--- src/rtl/hscale_pkg.sv ---
// Shared constants and types for the horizontal polyphase line scaler.
package hscale_pkg;
    localparam int FRAC_W    = 24;   // fraction bits of position and ratio
    localparam int PHASE_W   = 6;    // 64 filter phases
    localparam int COEF_W    = 14;   // signed 1.12 coefficient
    localparam int COEF_FRAC = 12;
    localparam int N_LANES   = 4;

    typedef enum logic {
        ST_FILL = 1'b0,
        ST_EMIT = 1'b1
    } hs_state_e;

    typedef enum logic [1:0] {
        TAPS_ONE  = 2'd0,
        TAPS_TWO  = 2'd1,
        TAPS_TWOB = 2'd2,
        TAPS_FOUR = 2'd3
    } hs_taps_e;
endpackage

--- src/rtl/hs_line_store.sv ---
// Capture stage: stores one input line and serves four neighbouring taps
// around a signed base index, applying edge replication or padding.
// Assumes writes and reads never overlap (top-level sequencing).
module hs_line_store #(
    parameter int PIX_W = 8,
    parameter int MAX_W = 32,
    parameter int IDX_W = 10,
    parameter int LANES = 4
) (
    input  logic                          clk,
    input  logic                          rst_n,
    input  logic                          wr_en,
    input  logic                          wr_last,
    input  logic [PIX_W-1:0]              wr_data,
    input  logic                          edge_rep,
    input  logic [PIX_W-1:0]              pad,
    input  logic signed [IDX_W-1:0]       rd_base,
    output logic [LANES-1:0][PIX_W-1:0]   rd_pix
);
    localparam int AW    = $clog2(MAX_W);
    localparam int PTR_W = $clog2(MAX_W + 1);

    logic [PIX_W-1:0] pix [MAX_W];
    logic [PTR_W-1:0] wr_ptr;
    logic [PTR_W-1:0] w_eff;
    logic [PTR_W-1:0] cnt_now;

    // Pixel count including the word being written, saturated at MAX_W.
    always_comb begin
        cnt_now = (wr_ptr == PTR_W'(MAX_W)) ? PTR_W'(MAX_W) : wr_ptr + 1'b1;
    end

    // Pointer and effective-width bookkeeping (width forced even).
    always_ff @(posedge clk) begin
        if (!rst_n) begin
            wr_ptr <= '0;
            w_eff  <= '0;
        end else if (wr_en) begin
            if (wr_last) begin
                wr_ptr <= '0;
                w_eff  <= cnt_now & ~PTR_W'(1);
            end else begin
                wr_ptr <= cnt_now;
            end
        end
    end

    // Pixel storage; data only, no reset needed.
    always_ff @(posedge clk) begin
        if (wr_en && (wr_ptr < PTR_W'(MAX_W))) begin
            pix[wr_ptr[AW-1:0]] <= wr_data;
        end
    end

    generate
        for (genvar j = 0; j < LANES; j++) begin : g_lane
            localparam logic signed [IDX_W-1:0] OFF = IDX_W'(j - 1);
            logic signed [IDX_W-1:0] li;
            logic signed [IDX_W-1:0] wlim;
            logic [PTR_W-1:0]        last_idx;
            // Resolve this lane's index against the line boundaries.
            always_comb begin
                li       = rd_base + OFF;
                wlim     = IDX_W'(w_eff);
                last_idx = w_eff - 1'b1;
                if (li >= 0 && li < wlim) begin
                    rd_pix[j] = pix[li[AW-1:0]];
                end else if (edge_rep && w_eff != '0) begin
                    rd_pix[j] = (li < 0) ? pix[0] : pix[last_idx[AW-1:0]];
                end else begin
                    rd_pix[j] = pad;
                end
            end
        end
    endgenerate
endmodule

--- src/rtl/hs_phase_acc.sv ---
// Position accumulator: loads the initial position, steps by the ratio,
// and reports floor(position - 1) with the 6-bit filter phase.
module hs_phase_acc #(
    parameter int AIW    = 9,
    parameter int FRAC_W = 24,
    parameter int PH_W   = 6
) (
    input  logic                    clk,
    input  logic                    rst_n,
    input  logic                    load,
    input  logic                    step,
    input  logic [1:0]              init_int,
    input  logic [FRAC_W-1:0]       init_frac,
    input  logic [FRAC_W+1:0]       ratio,
    output logic signed [AIW:0]     base_idx,
    output logic [PH_W-1:0]         phase
);
    localparam int ACC_W = AIW + FRAC_W;
    localparam logic [ACC_W:0] ONE = (ACC_W+1)'(1) << FRAC_W;

    logic [ACC_W-1:0] acc;
    logic [ACC_W:0]   pos;

    // Load at line start, advance once per produced pixel.
    always_ff @(posedge clk) begin
        if (!rst_n) begin
            acc <= '0;
        end else if (load) begin
            acc <= {AIW'(init_int), init_frac};
        end else if (step) begin
            acc <= acc + ACC_W'(ratio);
        end
    end

    // Shift by one so that the default initial integer of 1 reads pixel 0.
    always_comb begin
        pos      = {1'b0, acc} - ONE;
        base_idx = pos[ACC_W:FRAC_W];
        phase    = pos[FRAC_W-1 -: PH_W];
    end
endmodule

--- src/rtl/hs_tap_mac.sv ---
// Tap multiply-accumulate: weights up to four pixels by signed 1.12
// coefficients, rounds and clamps; one tap or bypass passes lane 1.
module hs_tap_mac #(
    parameter int PIX_W     = 8,
    parameter int COEF_W    = 14,
    parameter int COEF_FRAC = 12,
    parameter int LANES     = 4
) (
    input  logic [LANES-1:0][PIX_W-1:0]   pix,
    input  logic [LANES*COEF_W-1:0]       coef,
    input  logic [1:0]                    taps_m1,
    input  logic                          bypass,
    output logic [PIX_W-1:0]              result
);
    import hscale_pkg::*;
    localparam int SUM_W = PIX_W + COEF_W + 3;
    localparam logic signed [SUM_W-1:0] RND  = SUM_W'(1) <<< (COEF_FRAC - 1);
    localparam logic signed [SUM_W-1:0] PMAX = SUM_W'((1 << PIX_W) - 1);

    logic signed [SUM_W-1:0] prod_four [LANES];
    logic signed [SUM_W-1:0] prod_two  [2];
    logic signed [SUM_W-1:0] sum;
    logic signed [SUM_W-1:0] scaled;

    generate
        for (genvar j = 0; j < LANES; j++) begin : g_four
            logic signed [COEF_W-1:0] cj;
            // Four-tap product: lane j pixel times coefficient j.
            always_comb begin
                cj           = coef[j*COEF_W +: COEF_W];
                prod_four[j] = SUM_W'(pix[j]) * SUM_W'(cj);
            end
        end
        for (genvar j = 0; j < 2; j++) begin : g_two
            logic signed [COEF_W-1:0] cj;
            // Two-tap product: pixel at base+j times coefficient j.
            always_comb begin
                cj          = coef[j*COEF_W +: COEF_W];
                prod_two[j] = SUM_W'(pix[j+1]) * SUM_W'(cj);
            end
        end
    endgenerate

    // Select sum by tap count, round, clamp to pixel range.
    always_comb begin
        if (hs_taps_e'(taps_m1) == TAPS_FOUR) begin
            sum = prod_four[0] + prod_four[1] + prod_four[2] + prod_four[3];
        end else begin
            sum = prod_two[0] + prod_two[1];
        end
        scaled = (sum + RND) >>> COEF_FRAC;
        if (bypass || hs_taps_e'(taps_m1) == TAPS_ONE) begin
            result = pix[1];
        end else if (scaled < 0) begin
            result = '0;
        end else if (scaled > PMAX) begin
            result = '1;
        end else begin
            result = scaled[PIX_W-1:0];
        end
    end
endmodule

--- src/rtl/hscale_poly.sv ---
// Horizontal polyphase line scaler top: captures a line, then emits
// cfg_out_w pixels under a valid/ready handshake. Config must be stable
// for the duration of a line.
module hscale_poly #(
    parameter int PIX_W   = 8,
    parameter int MAX_W   = 32,
    parameter int MAX_OUT = 64,
    parameter int COEF_W  = hscale_pkg::COEF_W,
    parameter int OCW     = $clog2(MAX_OUT + 1)
) (
    input  logic                               clk,
    input  logic                               rst_n,
    input  logic [1:0]                         cfg_taps_m1,
    input  logic                               cfg_bypass,
    input  logic                               cfg_edge_rep,
    input  logic [PIX_W-1:0]                   cfg_pad,
    input  logic [hscale_pkg::FRAC_W+1:0]      cfg_ratio,
    input  logic [1:0]                         cfg_init_int,
    input  logic [hscale_pkg::FRAC_W-1:0]      cfg_init_frac,
    input  logic [OCW-1:0]                     cfg_out_w,
    input  logic                               in_valid,
    output logic                               in_ready,
    input  logic [PIX_W-1:0]                   in_data,
    input  logic                               in_last,
    output logic                               out_valid,
    input  logic                               out_ready,
    output logic [PIX_W-1:0]                   out_data,
    output logic                               out_last,
    output logic [hscale_pkg::PHASE_W-1:0]     coef_phase,
    input  logic [hscale_pkg::N_LANES*COEF_W-1:0] coef_data
);
    import hscale_pkg::*;
    localparam int AIW   = $clog2(MAX_W + 1) + 3;
    localparam int IDX_W = AIW + 1;

    hs_state_e                      state;
    logic [OCW-1:0]                 cnt;
    logic                           accept, fire, produce;
    logic signed [IDX_W-1:0]        acc_base, rd_base;
    logic [N_LANES-1:0][PIX_W-1:0]  taps;
    logic [PIX_W-1:0]               mac_out;

    assign in_ready = (state == ST_FILL);
    assign accept   = in_valid && in_ready;
    assign fire     = (state == ST_EMIT) && (!out_valid || out_ready);
    assign produce  = fire && (cnt < cfg_out_w);
    assign rd_base  = cfg_bypass ? IDX_W'(cnt) : acc_base;

    hs_line_store #(.PIX_W(PIX_W), .MAX_W(MAX_W), .IDX_W(IDX_W), .LANES(N_LANES)) u_store (
        .clk(clk), .rst_n(rst_n), .wr_en(accept), .wr_last(in_last), .wr_data(in_data),
        .edge_rep(cfg_edge_rep), .pad(cfg_pad), .rd_base(rd_base), .rd_pix(taps)
    );

    hs_phase_acc #(.AIW(AIW), .FRAC_W(FRAC_W), .PH_W(PHASE_W)) u_acc (
        .clk(clk), .rst_n(rst_n), .load(accept && in_last), .step(produce),
        .init_int(cfg_init_int), .init_frac(cfg_init_frac), .ratio(cfg_ratio),
        .base_idx(acc_base), .phase(coef_phase)
    );

    hs_tap_mac #(.PIX_W(PIX_W), .COEF_W(COEF_W), .COEF_FRAC(COEF_FRAC), .LANES(N_LANES)) u_mac (
        .pix(taps), .coef(coef_data), .taps_m1(cfg_taps_m1), .bypass(cfg_bypass),
        .result(mac_out)
    );

    // Line sequencing and registered output handshake.
    always_ff @(posedge clk) begin
        if (!rst_n) begin
            state     <= ST_FILL;
            cnt       <= '0;
            out_valid <= 1'b0;
            out_last  <= 1'b0;
            out_data  <= '0;
        end else if (state == ST_FILL) begin
            if (accept && in_last) begin
                state <= ST_EMIT;
                cnt   <= '0;
            end
        end else if (fire) begin
            if (produce) begin
                out_valid <= 1'b1;
                out_data  <= mac_out;
                out_last  <= (cnt == cfg_out_w - 1'b1);
                cnt       <= cnt + 1'b1;
            end else begin
                out_valid <= 1'b0;
                out_last  <= 1'b0;
                state     <= ST_FILL;
            end
        end
    end
endmodule

--- config.mk ---
export PLATFORM = sky130hd
export DESIGN_NAME = hscale_poly
export DESIGN_NICKNAME = d
export VERILOG_FILES = /design/src/rtl/hscale_pkg.sv /design/src/rtl/hs_line_store.sv /design/src/rtl/hs_phase_acc.sv /design/src/rtl/hs_tap_mac.sv /design/src/rtl/hscale_poly.sv
export SDC_FILE = /design/constraint.sdc
export NUM_CORES = 2
export LEC_CHECK = 0
export ABC_AREA = 1
export BUFFER_PORTS_ARGS = -buffer_cell sky130_fd_sc_hd__buf_2
export CAP_MARGIN = 10
export CORE_MARGIN = 2
export CORE_UTILIZATION = 55
export DETAILED_ROUTE_END_ITERATION = 16
export GPL_TIMING_DRIVEN = 0
export PLACE_DENSITY = 0.84
export SLEW_MARGIN = 40
export SYNTH_ARGS = -nofsm -noshare
export SYNTH_HDL_FRONTEND = slang
export SYNTH_SLANG_ARGS = --single-unit
--- constraint.sdc ---
create_clock -name clk -period 45.9 [get_ports clk]
set_input_delay 9.18 -clock clk [delete_from_list [all_inputs] [get_ports clk]]
set_output_delay 9.18 -clock clk [all_outputs]
set_load 0.1 [all_outputs]
==> summary.md <==
| Metric | Value |
|---|---|
| Run status | `completed` |
| DRC | `0` |
| RSZ-0062 raised after global routing | `false` |
| Worst-path maximum fanout | `11` |
| Pre-CTS WS | `20.36 ns` |
| Number of global-route vias before repair | `46820` |
| TritonCTS Buffers | `38` |
| Critical Path RT | `46.43 ns` |
| CTS tree | `yes` |
| Ys async rst share | `0%` |
| Post-CTS sizing | `0` |
| Max incr delay on CP | `~0.70 ns` |
| Finished Layout Cells | `8037` |
| Initial Utilization | `between 50% and 60%` |
| Syn_nets | `about 7800` |
| Maximum clock frequency | `slightly below 40 MHz` |
| Iteration-0 DRC count of the detailed router | `approximately 5300` |
| Dpl cells | `around 8000` |
| Hold crit path type | `reg -> reg` |
| Worst-margin pin slew | `1.031 ns` |
| Mean area per synthesized cell | `7.486 µm²` |
| Die Area | `92800 µm²` |
| Clk root buf | `clkbuf_16` |
| Cell mode on critical path | `nand2_1` |
| FF+latch count, synth | `318` |
| Hold Vio Cnt, Final | `0` |
| Slowest CP cell | `clkbuf_1` |
| Core area | `roughly 90000 µm²` |
| Vias per cell | `5.976` |
| Setup Total Neg Slack | `0 ns` |
| Max_cap viols | `0` |
| H-tree levels | `2` |
| Clock skew | `0.07307 ns` |
| Post-synthesis sequential area ratio | `17.96%` |
| Layout cell share with drive strength beyond 1 | `5.614%` |
| Critical path type | `in -> reg` |
| CTS Sinks | `318` |
| Initial antenna violation count | `12` |
| WL/cell | `25.92 µm` |
| # IOs | `157` |
| Worst EP arrival | `25.93 ns` |
| DP Wirelength | `around 170 mm` |
| PnR worst setup slack | `around 20 ns` |
| Final net count | `7940` |
| Pre-antenna DRT Iters | `8` |
| Die X | `304.6 µm` |
| Die span in y | `304.6 µm` |
| Post-synth cell types | `68` |
| Antenna Violating Nets Remaining | `0` |
| Final Setup Violations | `0` |
| Pin count of the biggest net entering global routing | `33` |
| Tmin final | `25.40 ns` |
| Placer congestion estimate | `1.109` |
| Total GRT Usage | `44.57%` |
| Setup bufs post-CTS | `0` |
| Area Growth Syn to Fin | `7.715%` |
| CP Capture Type | `flip-flop` |
| Clock-pin slew on the worst setup and hold paths | `0.08 ns` |
| Max Root-Sink Buffers | `3` |
| Gr ovfl total | `0` |
| Part of the cycle the worst path needs | `55.34%` |
| Final wirelength | `208.4 mm` |
| Synth Instances | `6640` |
| Slew Viols, Final | `0` |
| Synth warnings | `0` |
| EDFF count, synth | `256` |
| Total number of vias | `between 40000 and 50000` |
| Slew margin rel. | `30.41%` |
| IO Port Bufs | `around 150` |
| First-pass GRT wire length | `302.5 mm` |
| CTS Hold Bufs | `0` |
| Cell area after synthesis | `roughly 50000 µm²` |
| Fillers | `8155` |
| Startpoint types | `primary input` |
| Worst-Skew Late Latency | `0.64 ns` |
| Primary FF master, synth | `edfxtp_1` |
| Site Rows | `between 100 and 150` |
==> cell families (layout without fill, tap and decap cells) <==
group	Yosys count	in the layout	share of synthesized area, %
mux	1	1	0.02014
xor+xnor	182	182	3.297
compound gates	1265	1265	14.34
flops	318	318	17.96
simple gates	2322	2322	19.00
other cells	0	3	0
fa+ha+maj	971	971	33.31
buf+inv	1581	1799	12.08
==> sequential cells by signal, summed over array words and instances, names as in the netlist <==
signal          count
cnt                 7
out_data            8
out_last            1
out_valid           1
state               1
u_acc.acc          33
u_store.pix       256
u_store.w_eff       5
u_store.wr_ptr      6
==> critical path: cells and delay by family <==
kind / cells / cell delay (ns)
AO/OA/AOI/OAI: 22 / 4.43
adder cells (fa/ha/maj): 10 / 4.41
buffers and inverters: 15 / 4.13
AND/OR/NAND/NOR: 24 / 3.23
XOR/XNOR: 2 / 0.50
==> cell usage after synthesis, types with 8 or more instances <==
cell type / count / area share, %
inv_1: 1269 / 9.6
nand2_1: 1230 / 9.3
nor2_1: 731 / 5.5
o21ai_0: 619 / 6.2
fa_1: 587 / 24
ha_1: 384 / 9.7
a21oi_1: 337 / 3.4
edfxtp_1: 256 / 15
clkbuf_1: 231 / 1.7
nand3_1: 217 / 2.2
xor2_1: 102 / 1.8
xnor2_1: 77 / 1.4
dfxtp_1: 62 / 2.5
o211ai_1: 57 / 0.86
o21bai_1: 44 / 0.66
a211oi_1: 36 / 0.54
nor3_1: 28 / 0.28
o311ai_0: 26 / 0.46
buf_1: 25 / 0.19
nand4_1: 25 / 0.31
o21ai_1: 25 / 0.25
a31oi_1: 24 / 0.30
inv_2: 18 / 0.14
nand2_2: 17 / 0.21
o21a_1: 14 / 0.21
clkinv_1: 13 / 0.098
nor2_2: 13 / 0.16
a21o_1: 11 / 0.17
buf_2: 11 / 0.11
o22ai_1: 11 / 0.14
o31ai_1: 11 / 0.17
buf_4: 10 / 0.15
or2_2: 9 / 0.11
o221ai_1: 8 / 0.14
==> routing by layer <==
layer	GRT usage [%]	vias up	part of all wire (%)
met5	0.3101	-	0.057
met4	33.38	12	9.2
met3	9.547	722	10
met2	71.00	2853	45
met1	53.18	23070	36
li1	-	21370	-
==> cells in the final DEF (no fill, tap or decap), types with 59 or more instances in the layout <==
cell      netlist  final
a21oi_1       337    337
buf_2          11    156
clkbuf_1      231    223
dfxtp_1        62     62
edfxtp_1      256    256
fa_1          587    587
ha_1          384    384
inv_1        1269   1269
nand2_1      1230   1230
nand3_1       217    217
nor2_1        731    697
o21ai_0       619    585
o21ai_1        25     59
xnor2_1        77     77
xor2_1        102     99
==> final timing paths <==
kind	startpoint	endpoint	slack, ns	cells after the start
min reg2reg	u_acc.acc[15]	u_acc.acc[15]	0.47	2
min	u_acc.acc[15]	u_acc.acc[15]	0.47	2
max reg2reg	u_acc.acc[24]	out_data[5]	28.34	74
max	cfg_bypass	out_data[5]	20.50	73
==> area by class of cell <==
cell class | instances | area [µm²] | area share [%]
Tap cell | 1176 | 1471 | 2.748
Clock buffer | 46 | 1001 | 1.869
Sequential cell | 318 | 8929 | 16.68
Timing Repair Buffer | 149 | 774.5 | 1.446
Buffer | 279 | 1131 | 2.112
Inverter | 1302 | 4892 | 9.137
Multi-Input combinational cell | 4741 | 34970 | 65.31
Clock inverter | 23 | 366.6 | 0.6847
Antenna cell | 3 | 7.507 | 0.01402
==> stage by stage <==
stage	hold WS (ns)	util, %	instance area, µm²
global placement	0.4538	57.84	51900
CTS	0.4733	59.63	53510
global route	0.5035	59.66	53540
finish	0.4709	59.67	53540
floorplan	0.4491	-	49710
detailed placement	0.4640	58.10	52140
Power is left out: the tool's default activity adds up to more than one toggle a clock period on the data nets, which glitch-free logic cannot reach.
